--- src/rtl/ctp_pkg.sv ---
package ctp_pkg;

  typedef enum logic {
    SRC_LIVE    = 1'b0,
    SRC_PATTERN = 1'b1
  } src_e;

  function automatic int pos_width(input int beats);
    return (beats > 1) ? $clog2(beats) : 1;
  endfunction

endpackage

--- src/rtl/ctp_counter.sv ---
module ctp_counter #(
  parameter int LANES     = 4,
  parameter int FRAME_LEN = 512,
  parameter int SAMPLE_W  = 16,
  localparam int BEATS    = FRAME_LEN / LANES,
  localparam int POS_W    = ctp_pkg::pos_width(BEATS)
) (
  input  logic                clk,
  input  logic                rst_n,
  input  logic                clr,
  input  logic                adv,
  output logic [POS_W-1:0]    pos,
  output logic [SAMPLE_W-1:0] frame
);

  localparam logic [POS_W-1:0] LAST_POS = POS_W'(BEATS - 1);

  logic at_last;
  assign at_last = (pos == LAST_POS);

  always_ff @(posedge clk or negedge rst_n) begin
    if (!rst_n) begin
      pos   <= '0;
      frame <= '0;
    end else if (clr) begin
      pos   <= '0;
      frame <= '0;
    end else if (adv) begin
      if (at_last) begin
        pos   <= '0;
        frame <= frame + SAMPLE_W'(1);
      end else begin
        pos   <= pos + POS_W'(1);
      end
    end
  end

  // state held when no pattern beat is loaded
  a_r5_hold_idle: assert property (@(posedge clk) disable iff (!rst_n)
    (!adv && !clr) |=> ($stable(pos) && $stable(frame)));

  // clear lands on position 0, frame 0
  a_r8_clear_zero: assert property (@(posedge clk) disable iff (!rst_n)
    clr |=> (pos == '0 && frame == '0));

  // frame number steps (modulo width) exactly on the position wrap
  a_r2_frame_step: assert property (@(posedge clk) disable iff (!rst_n)
    (adv && !clr && at_last) |=> (pos == '0 && frame == $past(frame) + SAMPLE_W'(1)));

  // mid-frame advance keeps the frame number
  a_r5_mid_frame: assert property (@(posedge clk) disable iff (!rst_n)
    (adv && !clr && !at_last) |=> ($stable(frame) && pos != '0));

endmodule

--- src/rtl/ctp_lane_pack.sv ---
module ctp_lane_pack #(
  parameter int LANES     = 4,
  parameter int FRAME_LEN = 512,
  parameter int SAMPLE_W  = 16,
  localparam int BEATS    = FRAME_LEN / LANES,
  localparam int POS_W    = ctp_pkg::pos_width(BEATS),
  localparam int LANE_W   = 2 * SAMPLE_W,
  localparam int DATA_W   = LANES * LANE_W
) (
  input  logic [POS_W-1:0]    pos,
  input  logic [SAMPLE_W-1:0] frame,
  output logic [DATA_W-1:0]   beat
);

  logic [SAMPLE_W-1:0] base;
  assign base = SAMPLE_W'(pos) * SAMPLE_W'(LANES);

  for (genvar l = 0; l < LANES; l++) begin : g_lane
    assign beat[l*LANE_W +: SAMPLE_W]            = base + SAMPLE_W'(l);
    assign beat[l*LANE_W + SAMPLE_W +: SAMPLE_W] = frame;
  end

endmodule

--- src/rtl/ctp_out_stage.sv ---
module ctp_out_stage #(
  parameter int DATA_W = 128
) (
  input  logic              clk,
  input  logic              rst_n,
  input  ctp_pkg::src_e     src,
  input  logic [DATA_W-1:0] pat_data,
  output logic              pat_take,
  input  logic              in_valid,
  output logic              in_ready,
  input  logic [DATA_W-1:0] in_data,
  output logic              out_valid,
  input  logic              out_ready,
  output logic [DATA_W-1:0] out_data
);

  logic can_load;
  assign can_load = !out_valid || out_ready;
  assign in_ready = (src == ctp_pkg::SRC_LIVE) && can_load;
  assign pat_take = (src == ctp_pkg::SRC_PATTERN) && can_load;

  always_ff @(posedge clk or negedge rst_n) begin
    if (!rst_n) begin
      out_valid <= 1'b0;
      out_data  <= '0;
    end else if (can_load) begin
      if (src == ctp_pkg::SRC_PATTERN) begin
        out_valid <= 1'b1;
        out_data  <= pat_data;
      end else begin
        out_valid <= in_valid;
        out_data  <= in_data;
      end
    end
  end

  // offered beat held under back-pressure
  a_r4_hold_stall: assert property (@(posedge clk) disable iff (!rst_n)
    (out_valid && !out_ready) |=> (out_valid && $stable(out_data)));

  // live input never accepted in pattern mode
  a_r7_no_live_take: assert property (@(posedge clk) disable iff (!rst_n)
    (src == ctp_pkg::SRC_PATTERN) |-> !in_ready);

  // accepted live beat shows up on the next cycle
  a_r6_live_latency: assert property (@(posedge clk) disable iff (!rst_n)
    (in_valid && in_ready) |=> (out_valid && out_data == $past(in_data)));

  // a pattern load always leaves a valid beat behind
  a_r5_pattern_valid: assert property (@(posedge clk) disable iff (!rst_n)
    pat_take |=> out_valid);

endmodule

--- src/rtl/ctp_pattern_source.sv ---
module ctp_pattern_source #(
  parameter int LANES     = 4,
  parameter int FRAME_LEN = 512,
  parameter int SAMPLE_W  = 16,
  localparam int BEATS    = FRAME_LEN / LANES,
  localparam int POS_W    = ctp_pkg::pos_width(BEATS),
  localparam int DATA_W   = LANES * 2 * SAMPLE_W
) (
  input  logic              clk,
  input  logic              rst_n,
  input  logic              pat_clr,
  input  logic              pat_sel,
  input  logic              in_valid,
  output logic              in_ready,
  input  logic [DATA_W-1:0] in_data,
  output logic              out_valid,
  input  logic              out_ready,
  output logic [DATA_W-1:0] out_data
);

  logic [POS_W-1:0]    pos;
  logic [SAMPLE_W-1:0] frame;
  logic [DATA_W-1:0]   pat_data;
  logic                pat_take;
  ctp_pkg::src_e       src;

  assign src = ctp_pkg::src_e'(pat_sel);

  ctp_counter #(
    .LANES(LANES), .FRAME_LEN(FRAME_LEN), .SAMPLE_W(SAMPLE_W)
  ) i_counter (
    .clk(clk), .rst_n(rst_n), .clr(pat_clr), .adv(pat_take),
    .pos(pos), .frame(frame)
  );

  ctp_lane_pack #(
    .LANES(LANES), .FRAME_LEN(FRAME_LEN), .SAMPLE_W(SAMPLE_W)
  ) i_pack (
    .pos(pos), .frame(frame), .beat(pat_data)
  );

  ctp_out_stage #(
    .DATA_W(DATA_W)
  ) i_out (
    .clk(clk), .rst_n(rst_n), .src(src), .pat_data(pat_data),
    .pat_take(pat_take), .in_valid(in_valid), .in_ready(in_ready),
    .in_data(in_data), .out_valid(out_valid), .out_ready(out_ready),
    .out_data(out_data)
  );

  // lanes of an offered pattern beat share one frame number
  a_r1_lane_frame: assert property (@(posedge clk) disable iff (!rst_n)
    pat_take |=> (out_data[SAMPLE_W +: SAMPLE_W] ==
                  out_data[DATA_W-SAMPLE_W +: SAMPLE_W]));

endmodule

--- config.mk ---
export PLATFORM = sky130hd
export DESIGN_NAME = ctp_pattern_source
export DESIGN_NICKNAME = d
export VERILOG_FILES = /design/src/rtl/ctp_pkg.sv /design/src/rtl/ctp_counter.sv /design/src/rtl/ctp_lane_pack.sv /design/src/rtl/ctp_out_stage.sv /design/src/rtl/ctp_pattern_source.sv
export SDC_FILE = /design/constraint.sdc
export NUM_CORES = 1
export LEC_CHECK = 0
export BUFFER_PORTS_ARGS = -buffer_cell sky130_fd_sc_hd__buf_2
export CAP_MARGIN = 5
export CORE_MARGIN = 1.5
export CORE_UTILIZATION = 45
export CTS_CLUSTER_DIAMETER = 120
export CTS_CLUSTER_SIZE = 20
export DETAILED_ROUTE_END_ITERATION = 7
export GPL_TIMING_DRIVEN = 0
export PLACE_DENSITY = 0.74
export SYNTH_ARGS = -nofsm -noshare
export SYNTH_HDL_FRONTEND = slang
export SYNTH_SLANG_ARGS = --single-unit
export TNS_END_PERCENT = 10
--- constraint.sdc ---
create_clock -name clk -period 3.7 [get_ports clk]
set_clock_uncertainty 0.1 [all_clocks]
set_input_delay 0.37 -clock clk [delete_from_list [all_inputs] [get_ports clk]]
set_output_delay 0.37 -clock clk [all_outputs]
set_load 0.05 [all_outputs]
==> flow_metrics.env <==
export IMPL_worstPathRequired_ns=3.23
export IMPL_power_leakage_uw=0.004620
export IMPL_cpMostUsedCell="buf_2"
export IMPL_ys_ff_latch=152
export IMPL_layout_area_overhead_vs_synth_pct=31.87
export IMPL_max_cap_violations=0
export IMPL_critPathSlowestCell="buf_1"
export IMPL_die_area_sq_um=15990
export IMPL_max_slew_margin_pct=45.19
export IMPL_vdd_drop_max_mv=0.3295
export IMPL_syn_area_sq_um=6859
export IMPL_cp_num_buf_inv=4
export IMPL_hp_class="primary input to flip-flop"
export IMPL_viasPerCell=5.391
export IMPL_crit_family="buffers and inverters"
export IMPL_cp_cell_sequence="nor2b_1 -> buf_2 -> buf_2 -> buf_1 -> nor2_1 -> buf_2"
export IMPL_drc=0
export IMPL_grt_pass1_vias=6212
export IMPL_tns_ns=0
export IMPL_synth_cell_type_count=35
export IMPL_critPathArrivalTime_ns=2.49
export IMPL_synth_fp_nets=843
export IMPL_grt_first_pass_wirelength_mm=34.01
export IMPL_syn_area_per_cell_sq_um=9.702
export IMPL_synth_ff_type="dfrtp_1"
export IMPL_crit_type="flip-flop to output port"
export IMPL_ant_nets=0
export IMPL_initial_utilization_pct=46.66
export IMPL_insertion_delay_ns=0.42
export IMPL_n_antenna_cell=0
export IMPL_fin_nets=1127
export IMPL_wirelength_mm=22.13
export IMPL_clockBufferDepth=2
export IMPL_rrSetupSlack_ns=1.45
export IMPL_power_density_nw_per_um2=505.5
export IMPL_core_sq_um=14700
export IMPL_status="finished, final reports clean"
export IMPL_crit_fanout=10
export IMPL_grt_max_degree=87
export IMPL_fin_crit_sh_pct=79.89
export IMPL_cts_tree="built"
export IMPL_synth_top_area_share_pct=55.45
export IMPL_grt_setup_unrepaired="no"
export IMPL_synth_warnings=0
export IMPL_core_rowCount=44
export IMPL_final_common_cell="buf_2"
export IMPL_cts_made_buffers=17
export IMPL_timing_fmax_mhz=338.3
export IMPL_port_buffers=263
export IMPL_io_pins=264
export IMPL_synth_top_area_cell="dfrtp_1"
export IMPL_min_period_ns=2.956
export IMPL_clkSinkCount=152
export IMPL_drv_slew=0
export IMPL_dp_hpwl_mm=15.66
export IMPL_drt_iter0_markers=516
export IMPL_finalHoldViolCount=0
export IMPL_start_kind="flip-flop"
export IMPL_htree_levels=4
export IMPL_async_reset_ff_share_pct=100.0
export IMPL_final_cell_mix="buf_2, nand2_1, dfrtp_1"
export IMPL_first_pass_iters=5
export IMPL_avgRoutedWirePerCell_microns=18.63
export IMPL_gp_congestion=0.7909
export IMPL_path_clk_slew_ns=0.05
export IMPL_setup_ws_ns=0.7441
export IMPL_slowest_delay_ns=0.46
export IMPL_cts_root_buf="clkbuf_16"
export IMPL_synth_area_leaders="dfrtp_1, mux2i_1, o21ai_0, nand2_1, a21oi_1"
export IMPL_ys_seq_area_share_pct=55.45
export IMPL_synth_edf_count=0
export IMPL_drive_gt1_share_pct=32.27
export IMPL_die_w_microns=126.5
export IMPL_gr_usage_all_layers_pct=27.93
export IMPL_die_y_microns=126.5
export IMPL_worst_pin_slew_ns=0.8221
export IMPL_setup_viol=0
export IMPL_grt_overflow=0
export IMPL_place_worst_setup_slack_ns=1.108
export IMPL_cts_setup_buffers=0
export IMPL_vias=6405
export IMPL_antenna_found_initial=0
export IMPL_syn_inst=707
export IMPL_cp_end_kind="output port"
[metal layers]
metal | global-route usage, % | vias up | part of all wire (%)
li1 | - | 2998 | -
met1 | 35.96 | 3127 | 42
met2 | 46.61 | 237 | 49
met3 | 6.158 | 43 | 6.0
met4 | 10.07 | 0 | 2.7
met5 | 0 | - | 0
[cells in the mapped netlist, types with 2 or more instances]
library cell	count
ha_1	2
a21boi_0	8
o21ai_0	135
xor2_1	2
o31ai_1	8
nor2b_1	2
nand4_1	4
mux2i_1	77
or4_1	8
or2_2	3
xnor2_1	2
or3_1	8
clkbuf_1	28
nand2_1	177
a21oi_1	26
and2_1	3
dfrtp_1	152
nand3_1	9
buf_1	9
or3_4	2
nor2_1	8
inv_1	2
nor4_1	2
nand2b_1	2
buf_2	18
[worst reg2reg max path: cells and delay by family (launching register included)]
| family | cells | cell delay [ns] |
|---|---|---|
| buffers and inverters | 3 | 1.11 |
| AND/OR/NAND/NOR | 2 | 0.50 |
| flip-flops | 1 | 0.35 |
| AO/OA/AOI/OAI | 1 | 0.10 |
[worst paths after layout]
check / startpoint / end / cells past startpoint
worst max register to register: i_out.out_valid / i_out.out_data[51] / 6
worst max-delay path: i_out.out_valid / in_ready / 6
worst min register to register: i_out.out_data[96] / i_out.out_data[96] / 2
min in group asynchronous: rst_n / i_out.out_data[109] / 2
worst min-delay path: in_valid / i_out.out_valid / 2
max in group asynchronous: rst_n / i_out.out_data[60] / 3
[metrics by stage]
| stage | instance area [sq um] | power (uW) | hold slack, ns | utilization [%] | std cells |
|---|---|---|---|---|---|
| after floorplan | 6859 | 2522 | -0.02559 | - | 707 |
| after global placement | 8406 | 2834 | 0.3460 | 57.18 | 1154 |
| after detailed placement | 8439 | 2852 | 0.3120 | 57.41 | 1155 |
| after CTS | 9045 | 4592 | 0.04244 | 61.53 | 1188 |
| after global routing | 9045 | 4742 | 0.05229 | 61.53 | 1188 |
| final | 9045 | 4573 | 0.05395 | 61.53 | 1188 |
[sequential cells by signal, indices dropped and copies added, names as in the netlist]
| register | cells |
|---|---|
| i_out.out_valid | 1 |
| i_counter.frame | 16 |
| i_counter.pos | 7 |
| i_out.out_data | 128 |
[cell families (layout without fill, tap and decap cells)]
logic type      count (synthesis)  in the layout  synth area share (%)
simple gates                  233            233                 14.85
compound gates                178            178                 13.63
flops                         152            152                 55.45
mux                            78             78                 11.40
buf+inv                        60            357                 3.794
xor+xnor                        4              4                0.5109
fa+ha+maj                       2              2                0.3648
[power by group]
part           switching (uW)  total, uW  internal, uW
clock network             667       1750          1080
registers                66.9       1850          1790
logic                     740        970           230
[cell type report]
| cell class | count | area (sq um) |
|---|---|---|
| Tap cell | 184 | 230.2 |
| Clock buffer | 25 | 505.5 |
| Fill cell | 1311 | 5654 |
| Sequential cell | 152 | 3804 |
| Timing Repair Buffer | 265 | 1360 |
| Buffer | 58 | 252.7 |
| Clock inverter | 7 | 90.09 |
| Multi-Input combinational cell | 495 | 2795 |
| Inverter | 2 | 7.507 |
[repair_timing]
item | 4_1_cts | 5_1_grt
hold endpoints to repair | 66 | 0
hold buffers | 1 | 0
resized for setup | 0 | 0
Power figures use the tool's default switching activity.
